==> src/rtl/latchreg_front.sv <==
module latchreg_front #(
  parameter int ADDR_W    = 13,
  parameter int REG_SHIFT = 9
) (
  input  logic              clk,
  input  logic              rst_n,
  input  logic [ADDR_W-1:0] bus_addr,
  input  logic              bus_rd,
  input  logic              bus_wr,
  input  logic [7:0]        bus_wdata,
  output logic [7:0]        bus_rdata,
  input  logic              latch_clr,
  output logic [7:0]        latch_state,
  output logic [63:0]       shadow_regs,
  output logic              mode_switch_req
);
  localparam int NREG     = 8;
  localparam int MODE_IDX = 6;
  localparam int TRIG_BIT = 6;

  logic [7:0] latch_q, latch_nxt;
  logic [3:0] sel;
  logic [2:0] idx;
  logic [1:0] stage_q;
  logic       hit, req_q;
  logic [7:0] rdata_q;
  logic [7:0] shadow_q [NREG];

  assign sel = bus_addr[REG_SHIFT +: 4];

  always_comb begin
    latch_nxt = latch_q;
    if (bus_rd || bus_wr) latch_nxt[sel[3:1]] = sel[0];
  end

  assign idx = {latch_nxt[7], latch_nxt[6], latch_nxt[4]};
  assign hit = bus_wr && (idx == 3'(MODE_IDX)) &&
               (bus_wdata[TRIG_BIT] == (stage_q != 2'd1));

  always_ff @(posedge clk) begin
    if (!rst_n) begin
      latch_q <= '0;
      rdata_q <= '0;
      stage_q <= '0;
      req_q   <= 1'b0;
    end else begin
      latch_q <= latch_clr ? '0 : latch_nxt;
      if (bus_rd) rdata_q <= (idx == 3'd0) ? 8'hFF : 8'h00;
      req_q   <= hit && (stage_q == 2'd3);
      if (hit) stage_q <= stage_q + 2'd1;
    end
  end

  genvar g;
  generate
    for (g = 0; g < NREG; g++) begin : g_shadow
      always_ff @(posedge clk) begin
        if (!rst_n) shadow_q[g] <= '0;
        else if (bus_wr && idx == 3'(g)) shadow_q[g] <= bus_wdata;
      end
      assign shadow_regs[8*g +: 8] = shadow_q[g];
    end
  endgenerate

  assign bus_rdata       = rdata_q;
  assign latch_state     = latch_q;
  assign mode_switch_req = req_q;
endmodule

==> config.mk <==
export PLATFORM = sky130hd
export DESIGN_NAME = latchreg_front
export DESIGN_NICKNAME = d
export VERILOG_FILES = /design/src/rtl/latchreg_front.sv
export SDC_FILE = /design/constraint.sdc
export NUM_CORES = 1
export LEC_CHECK = 0
export ABC_AREA = 1
export CAP_MARGIN = 40
export CORE_MARGIN = 2
export CORE_UTILIZATION = 45
export DETAILED_ROUTE_END_ITERATION = 8
export PLACE_DENSITY = 0.79
export SLEW_MARGIN = 40
export SYNTH_ARGS = -nofsm -noshare
export SYNTH_HDL_FRONTEND = slang
export SYNTH_SLANG_ARGS = --single-unit
==> constraint.sdc <==
create_clock -name clk -period 2.5 [get_ports clk]
set_clock_uncertainty 0.05 [all_clocks]
set_input_delay 0.25 -clock clk [delete_from_list [all_inputs] [get_ports clk]]
set_output_delay 0.25 -clock clk [all_outputs]
set_load 0.01 [all_outputs]
==> results.json, run 1 <==
{
  "finalSetupViolCount": 0,
  "grt_use_total": 0.1825,
  "path_cells": "clkdlybuf4s50_1 > nor2_4 > nor2_4 > nand3_1 > nand2_4 > nand2_1 > inv_2 > nand2_1 > o21ai_1 > buf_4",
  "cts_setup_buffers": 0,
  "worst_path_max_delay_cell": "clkdlybuf4s50_1",
  "io_pins": 107,
  "cts-htree-levels": 3,
  "synthTopCellsByArea": "edfxtp_1, dfxtp_1, nor2_1, nand2_1, nand3_4",
  "final_cell_mix": "clkdlybuf4s50_1, nor2_1, edfxtp_1",
  "startpoint_type": "input pin",
  "core_region_area_um2": 6794,
  "ant_nets": 0,
  "placed_area_um2": 4254,
  "worstSetupPathType": "input pin to flop",
  "synth_top_area_cell": "edfxtp_1",
  "seq_area_frac_synth": 0.6809,
  "cts.repair.resized": 0,
  "drt_iter0_markers": 117,
  "status": "finished clean",
  "grt_start_max_net_pins": 20,
  "maxSlewViolCount": 0,
  "crit_required_ps": 2510,
  "min_period_ps": 2055,
  "fin_tns_setup_ps": 0,
  "nNetsFinal": 393,
  "p_per_area_nw_per_um2": 649.8,
  "firstDrtPassIters": 4,
  "rsz0062_at_grt": "false",
  "min_period_over_period": 0.8221,
  "yosysTopAreaCellShare": 0.6052,
  "cap_violations": 0,
  "place_congestion": 0.8143,
  "syn_inst": 260,
  "design_area_um2": 4501,
  "syn_area_um2": 3176,
  "synth_nets": 288,
  "critPathArrivalTime_ps": 2060,
  "grt_overflow": 0,
  "synth_warnings": 0,
  "fp-row-count": 30,
  "p_leak_nw": 1.728,
  "antennaDiodeCount": 0,
  "remaining_drc_errors": 0,
  "die_height_um": 88.01,
  "area_delta_synth_final_pct": 41.73,
  "clock_latency_ps": 340,
  "slowest_delay_ps": 590,
  "layout_commonest_cell": "clkdlybuf4s50_1",
  "antenna_found_initial": 0,
  "start_util": 0.4674,
  "grt_pass1_vias": 2129,
  "die_area_um2": 7745,
  "drive_gt1_frac": 0.1649,
  "finalHoldViolations": 0,
  "tritoncts": "yes",
  "instances_no_fill": 466,
  "wl_per_cell_um": 14.47,
  "slew_headroom": 0.7247,
  "placedCellCount": 450,
  "endpoint_kind": "flop",
  "vias": 2184,
  "fmax_ghz": 0.4866,
  "synth_cell_type_count": 28,
  "die-width_um": 88.01,
  "syn_area_per_cell_um2": 12.21,
  "grt_pass1_wl_mm": 10.41,
  "port_buffers": 97,
  "cp_max_fo": 8,
  "peakVddDrop_mv": 0.3513,
  "place_hpwl_mm": 4.849,
  "cts_hold_buf": 0,
  "root_buffer": "clkbuf_8",
  "hp-class": "flop to flop",
  "n_fill_cell": 532,
  "cts_buffer_depth": 2,
  "routed_wl_mm": 6.744,
  "cts_made_buffers": 9,
  "worst_slew_pin_slew_ps": 412.5,
  "vias_per_cell": 4.687,
  "synth_seq_cells": 76,
  "cts.clk_slew.worst_paths_ps": 80,
  "cts.sinks": 76
}
[Yosys cell counts]
cell type,count
a21oi_1,6
a21oi_4,1
a311oi_1,3
buf_2,1
buf_4,7
clkbuf_1,2
dfxtp_1,12
edfxtp_1,64
ha_1,2
inv_1,22
inv_2,3
inv_4,1
nand2_1,27
nand2_2,4
nand2_4,3
nand3_1,6
nand3_2,3
nand3_4,5
nand4_1,2
nor2_1,64
nor2_2,8
nor2_4,6
nor2_8,1
nor3_4,1
o21ai_0,2
o21ai_1,1
or2_2,2
xor2_1,1
[through the flow]
| step | power [mW] | hold slack (ps) | worst slack, ps | utilization |
|---|---|---|---|---|
| 2_1_floorplan | 1.627 | 294.9 | 555.9 | - |
| 3_3_place_gp | 1.803 | 401.7 | 164.4 | 0.6262 |
| 3_5_place_dp | 1.810 | 405.6 | 94.15 | 0.6262 |
| 4_1_cts | 2.944 | 419.8 | 469.0 | 0.6624 |
| 5_1_grt | 3.015 | 448.3 | 303.0 | 0.6624 |
| 6_report | 2.924 | 412.9 | 444.8 | 0.6624 |
[worst max-delay path: cells and delay by family]
| kind | cells | cell delay, ps |
|---|---|---|
| AO/OA/AOI/OAI | 1 | 130 |
| buffers and inverters | 3 | 840 |
| AND/OR/NAND/NOR | 6 | 840 |
[layer usage]
| layer | vias to the layer above | share of wire | track usage |
|---|---|---|---|
| met5 | - | 0 | 0 |
| met4 | 0 | 0.0095 | 0.06294 |
| met3 | 6 | 0.065 | 0.05090 |
| met2 | 74 | 0.49 | 0.3079 |
| li1 | 1068 | - | - |
| met1 | 1036 | 0.44 | 0.2265 |
[power by group]
part	total [mW]	switching [mW]	leakage (nW)	internal (mW)
combinational	0.336	0.177	0.842	0.159
clock	1.14	0.473	0.122	0.672
sequential	1.44	0.0190	0.764	1.43
total	2.92	0.669	1.73	2.26
[logic make-up (layout without fill, tap and decap cells)]
family	after synthesis	after routing	synth area share
and+or+nand+nor	132	132	0.2289
DFF	76	76	0.6808
buffers and inverters	36	146	0.05201
AOI/OAI and AO/OA	13	13	0.02758
adders and majority gates	2	2	0.007879
xor gates and xnor gates	1	1	0.002759
[registers in the layout (all words and copies together), names as in the netlist, named ones only]
register / cells
shadow_q: 64
stage_q: 2
bus_rdata: 1
mode_switch_req: 1
latch_state: 3
[final cells by class]
type / instances / area (µm²) / area share
flip-flops and latches: 76 / 2162 / 0.4804
repair buffers: 104 / 1023 / 0.2274
multi-input cells: 148 / 848.3 / 0.1885
clock buffers: 9 / 123.9 / 0.02752
clock inverters: 7 / 122.6 / 0.02724
well taps: 96 / 120.1 / 0.02669
inverters: 26 / 100.1 / 0.02224
[path summary, 6_finish.rpt]
check | startpoint | end | slack (ps) | cells after the start
min reg2reg | flop | flop | 410 | 2
max | bus_rd | shadow_q[0][0]$_SDFFCE_PN0P_ | 440 | 10
max reg2reg | latch_state[4]$_SDFF_PP0_ | shadow_q[0][9]$_SDFFCE_PN0P_ | 960 | 6
min | flop | flop | 410 | 2
No activity file was read; power rests on OpenSTA's default activity.
==> inputs of run 2 (changes only) <==
==> constraint.sdc (replaced) <==
create_clock -name clk -period 2.14 [get_ports clk]
set_clock_uncertainty 0.05 [all_clocks]
set_input_delay 0.214 -clock clk [delete_from_list [all_inputs] [get_ports clk]]
set_output_delay 0.214 -clock clk [all_outputs]
set_load 0.01 [all_outputs]
==> run 2 against run 1 <==
  * Wire length grew 5.2%
  * Die area unchanged
  * Sequential cell count unchanged
  * Register-to-register slack got worse by 330 ps
  * Hold slack better by 3.5 ps
  * Design area grew 5.1%
  * Global-route usage up 0.89 points
  * Utilization grew 3.4 points
  * Sequential share of layout area decreased by 2.3 points
  * Non-clock buffer count is 22 higher
  * Combinational power rose by 31%
  * Largest cell class unchanged
  * Highest routed layer unchanged
==> results.json, run 2 (same netlist as run 1, synthesis figures left out) <==
{
  "rsz0062_at_grt": "false",
  "regArea_um2": 2162,
  "antennaDiodeCount": 0,
  "placedCellCount": 472,
  "p_comb_frac": 0.124,
  "multiInputGateArea_um2": 848.3,
  "hp-class": "flop to flop",
  "cts.clk_slew.worst_paths_ps": 70,
  "place_hpwl_mm": 5.127,
  "grt_pass1_wl_mm": 10.92,
  "critPathArrivalTime_ps": 1870,
  "finalHoldViolations": 0,
  "die_height_um": 88.01,
  "grt_overflow": 0,
  "die-width_um": 88.01,
  "min_period_over_period": 0.8895,
  "cap_violations": 0,
  "fmax_ghz": 0.5254,
  "firstDrtPassIters": 4,
  "drt_iter0_markers": 87,
  "die_area_um2": 7745,
  "io_pins": 107,
  "cts_made_buffers": 9,
  "r2r-end": "shadow_q[1][15]$_SDFFCE_PN0P_",
  "slew_headroom": 0.7326,
  "grt_start_max_net_pins": 16,
  "layout_commonest_cell": "clkdlybuf4s50_1",
  "routed_wl_mm": 7.094,
  "port_buffers": 97,
  "root_buffer": "clkbuf_8",
  "cts.repair.resized": 0,
  "worst_slew_pin_slew_ps": 400.7,
  "nNetsFinal": 415,
  "vias": 2304,
  "finalSetupViolCount": 0,
  "cts_buffer_depth": 2,
  "power_frac_seq": 0.476,
  "start_util": 0.4674,
  "crit_required_ps": 2110,
  "p_int_mw": 2.777,
  "final_cell_mix": "clkdlybuf4s50_1, nor2_1, edfxtp_1",
  "min_period_ps": 1903,
  "rr_startpoint": "latch_state[4]$_SDFF_PP0_",
  "clock_power_share": 0.401,
  "n_fill_cell": 480,
  "swShare": 0.2168,
  "rr_worst_depth": 6,
  "cp_max_fo": 8,
  "wl_per_cell_um": 14.57,
  "worstSetupPathType": "input pin to flop",
  "grt_pass1_vias": 2238,
  "clock_latency_ps": 350,
  "fin_tns_setup_ps": 0,
  "tritoncts": "yes",
  "core_region_area_um2": 6794,
  "cts_setup_buffers": 0,
  "min_path_cells": 2,
  "place_congestion": 0.7926,
  "peakVddDrop_mv": 0.4299,
  "endpoint_kind": "flop",
  "grt_use_total": 0.1914,
  "cts-htree-levels": 3,
  "ant_nets": 0,
  "fp-row-count": 30,
  "switchingPower_mw": 0.7688,
  "status": "finished clean",
  "p_leak_nw": 1.862,
  "instances_no_fill": 487,
  "area_delta_synth_final_pct": 48.98,
  "largest_reg_flops": 64,
  "antenna_found_initial": 0,
  "top_register": "shadow_q",
  "cts.sinks": 76,
  "cts_hold_buf": 0,
  "startpoint_type": "input pin",
  "vias_per_cell": 4.731,
  "reg2reg_setup_slack_ps": 630,
  "drive_gt1_frac": 0.2097,
  "p_per_area_nw_per_um2": 749.6,
  "maxSlewViolCount": 0,
  "remaining_drc_errors": 0
}
## run 2: cell types whose count changed in the layout (fill, tap and decap cells not counted), sizes merged
cell and delta:
buf +22, inv -2, bufinv +1, clkinv +1, clkinvlp -1
## run 2: stage by stage
stage                     cell area (µm²)  hold WS, ps  total power [mW]  worst slack [ps]  utilization
after global placement               4469        401.3             2.150            -26.03       0.6578
after global routing                 4731        456.3             3.656             58.87       0.6963
final                                4731        416.4             3.546             236.5       0.6963
after CTS                            4731        424.2             3.560             246.8       0.6963
after floorplan                      3176        258.9             1.901             231.9            -
after detailed placement             4469        409.0             2.162            -97.43       0.6578
## run 2: worst max path at each step
stage / start / endpoint / cells past startpoint / slack (ps)
floorplan: bus_rd / shadow_q[1][0]$_SDFFCE_PN0P_ / 6 / 230
global placement: bus_addr[12] / shadow_q[1][20]$_SDFFCE_PN0P_ / 8 / -30
detailed placement: bus_addr[12] / shadow_q[1][15]$_SDFFCE_PN0P_ / 9 / -100
CTS: bus_addr[12] / shadow_q[1][9]$_SDFFCE_PN0P_ / 9 / 250
global route: bus_addr[12] / shadow_q[1][15]$_SDFFCE_PN0P_ / 9 / 60
finish: bus_addr[12] / shadow_q[1][15]$_SDFFCE_PN0P_ / 9 / 240
## run 2: cell type report
| type | instances | area share |
|---|---|---|
| clock buffers | 9 | 0.02618 |
| clock inverters | 6 | 0.02909 |
| inverters | 26 | 0.02116 |
| multi-input cells | 148 | 0.1793 |
| flip-flops and latches | 76 | 0.4570 |
| well taps | 96 | 0.02539 |
| repair buffers | 126 | 0.2618 |
## run 2: critical path, cell delays in order
cell and delay, ps:
clkdlybuf4s50_1 490, inv_1 60, nor2_1 220, nand3_1 120, nand2_1 90, nand2_2 130
a21oi_4 200, nand2_1 70, nand2_1 280
## run 2: power groups by stage
stage	combinational (mW)	sequential [mW]	clock [mW]
3_5_place_dp	0.440	1.72	0
5_1_grt	0.469	1.69	1.49
3_3_place_gp	0.429	1.72	0
4_1_cts	0.443	1.69	1.43
2_1_floorplan	0.147	1.75	0
6_report	0.439	1.69	1.42
## run 2: layer usage
metal | part of all wire | GRT usage | up-vias
li1 | - | - | 1110
met1 | 0.42 | 0.2445 | 1099
met2 | 0.50 | 0.3168 | 89
met3 | 0.068 | 0.05938 | 6
met4 | 0.0092 | 0.05315 | 0
met5 | 0 | 0 | -
==> inputs of run 3 (changes only) <==
--- a/config.mk
+++ b/config.mk
@@ -7,10 +7,12 @@
 export LEC_CHECK = 0
 export ABC_AREA = 1
 export CAP_MARGIN = 40
+export CELL_PAD_IN_SITES_DETAIL_PLACEMENT = 1
+export CELL_PAD_IN_SITES_GLOBAL_PLACEMENT = 1
 export CORE_MARGIN = 2
-export CORE_UTILIZATION = 45
+export CORE_UTILIZATION = 32
 export DETAILED_ROUTE_END_ITERATION = 8
-export PLACE_DENSITY = 0.79
+export PLACE_DENSITY_LB_ADDON = 0.1
 export SLEW_MARGIN = 40
 export SYNTH_ARGS = -nofsm -noshare
 export SYNTH_HDL_FRONTEND = slang
==> constraint.sdc (replaced) <==
create_clock -name clk -period 1.6 [get_ports clk]
set_clock_uncertainty 0.05 [all_clocks]
set_input_delay 0.16 -clock clk [delete_from_list [all_inputs] [get_ports clk]]
set_output_delay 0.16 -clock clk [all_outputs]
set_load 0.01 [all_outputs]
==> run 3 against run 2 <==
  * Worst setup slack worse by 180 ps
  * Global-route usage down 3.0 points
  * Clock power up 13%
  * Sequential power up 34%
  * Highest routed layer unchanged
==> results.json, run 3 (same netlist as run 1, synthesis figures left out) <==
{
  "status": "finished clean",
  "worstSetupPathType": "flop to primary output",
  "hp-class": "input pin to flop",
  "rr_startpoint": "latch_state[6]$_SDFF_PP0_",
  "ant_nets": 0,
  "peakVddDrop_mv": 0.4361,
  "min_period_over_period": 0.9631,
  "largest_reg_flops": 64,
  "clock_latency_ps": 350,
  "finalHoldViolations": 0,
  "p_comb_frac": 0.139,
  "remaining_drc_errors": 0,
  "r2r-end": "shadow_q[0][26]$_SDFFCE_PN0P_",
  "hold_start": "bus_addr[12]",
  "port_buffers": 97,
  "cts_buffer_depth": 2,
  "cts_made_buffers": 9,
  "p_per_area_nw_per_um2": 926.9,
  "endpoint_kind": "primary output",
  "fp-row-count": 36,
  "design_area_um2": 4842,
  "antenna_found_initial": 0,
  "place_congestion": 0.7636,
  "drt_iter0_markers": 55,
  "fmax_ghz": 0.6490,
  "p_int_mw": 3.416,
  "grt_pass1_wl_mm": 13.25,
  "reg2reg_setup_slack_ps": 120,
  "area_delta_synth_final_pct": 52.48,
  "switchingPower_mw": 1.073,
  "cts.sinks": 76,
  "place_hpwl_mm": 6.150,
  "critPathArrivalTime_ps": 1330,
  "min_period_ps": 1541,
  "cts-htree-levels": 3,
  "die-width_um": 103.6,
  "start_util": 0.3279,
  "path_depth": 1,
  "swShare": 0.2390,
  "cts.clk_slew.worst_paths_ps": 80,
  "nNetsFinal": 422,
  "cp_num_buf_inv": 1,
  "crit_required_ps": 1390,
  "clock_power_share": 0.358,
  "rsz0062_at_grt": "false",
  "drive_gt1_frac": 0.2456,
  "p_leak_nw": 1.896,
  "firstDrtPassIters": 4,
  "vias": 2321,
  "p_total_mw": 4.488,
  "worst_path_max_delay_cell": "clkdlybuf4s50_1",
  "slowest_delay_ps": 560,
  "slew_headroom": 0.6902,
  "io_pins": 107,
  "grt_overflow": 0,
  "rr_worst_depth": 8,
  "cap_violations": 0,
  "grt_pass1_vias": 2496,
  "finalSetupViolCount": 0,
  "utilization": 0.5000,
  "n_fill_cell": 1023,
  "layout_commonest_cell": "clkdlybuf4s50_1",
  "cp_max_fo": 9,
  "core_region_area_um2": 9684,
  "path_delay_family": "buffers and inverters",
  "worst_slew_pin_slew_ps": 464.2,
  "cts_hold_buf": 0,
  "startpoint_type": "flop",
  "cp-endpoint": "bus_rdata[3]",
  "grt_start_max_net_pins": 15,
  "die_area_um2": 10740,
  "tritoncts": "yes",
  "cp-startpoint": "bus_rdata[6]$_SDFFE_PN0P_",
  "path_cells": "clkdlybuf4s50_1",
  "grt_use_total": 0.1613,
  "wl_per_cell_um": 15.42,
  "root_buffer": "clkbuf_8",
  "placed_area_um2": 4589,
  "antennaDiodeCount": 0,
  "maxSlewViolCount": 0,
  "power_frac_seq": 0.504,
  "final_cell_mix": "clkdlybuf4s50_1, edfxtp_1, nor2_1",
  "die_height_um": 103.6,
  "top_register": "shadow_q",
  "vias_per_cell": 4.363,
  "routed_wl_mm": 8.206
}
-- run 3: cell count changes in the layout (fill, tap and decap cells not counted), sizes merged --
cell / before / now
dlygate4sd2: 0 / 5
bufinv: 4 / 2
clkdlybuf4s50: 97 / 92
clkinv: 2 / 5
buf: 29 / 36
-- run 3: how the worst min path moves through the flow --
stage / endpoint / slack (ps) / depth (start not counted)
6_report: flop / 280 / 4
5_1_grt: flop / 320 / 4
4_1_cts: flop / 270 / 4
3_5_place_dp: flop / 410 / 2
3_3_place_gp: flop / 400 / 2
2_1_floorplan: bus_rdata[6]$_SDFFE_PN0P_ / 200 / 1
-- run 3: final cells by class --
| cell class | instances | area, µm² | share of cell area |
|---|---|---|---|
| tap | 133 | 166.4 | 0.03437 |
| clock inverter | 7 | 91.34 | 0.01886 |
| clock buffer | 9 | 123.9 | 0.02558 |
| inverter | 26 | 100.1 | 0.02067 |
| timing repair buffer | 133 | 1310 | 0.2705 |
| sequential | 76 | 2163 | 0.4468 |
| multi-input combinational | 148 | 887.1 | 0.1832 |
-- run 3: metal layers --
layer,routed length (µm),up-vias,GRT usage
li1,-,1129,-
met5,0,-,0
met1,3448,1125,0.1885
met2,4280,55,0.2843
met3,340,12,0.03902
met4,137,0,0.06564
-- run 3: timing repair --
| item | 4_1_cts | 5_1_grt |
|---|---|---|
| hold endpoints to repair | 0 | 0 |
| endpoints found under the setup margin | 137 | 28 |
| gates resized for setup | 15 | 1 |
| buffers inserted | 2 | 0 |
| pin swaps | 4 | 1 |
-- run 3: power by group through the flow --
stage | clock network, mW | logic (mW) | registers [mW]
after floorplan | 0 | 0.202 | 2.35
after global placement | 0 | 0.611 | 2.30
after detailed placement | 0 | 0.622 | 2.31
after CTS | 1.65 | 0.631 | 2.26
after global routing | 1.71 | 0.667 | 2.27
final | 1.61 | 0.622 | 2.26
-- run 3: through the flow --
stage	TNS, ps	instances	setup WS [ps]	hold slack [ps]
after global placement	-55640	514	-510.6	400.0
after floorplan	-280.2	260	-35.02	204.9
after detailed placement	-62750	514	-591.5	408.7
final	0	532	59.06	284.6
after CTS	0	532	31.17	271.4
after global routing	0	532	3.260	315.5
-- run 3: worst reg2reg max path: stages, from the launching register on --
cell	delay (ps)
dfxtp_1	350
inv_1	60
nand2_2	90
nand2_4	60
buf_4	150
nor2_4	120
nand2_1	70
nand2_1	100
buf_12	130
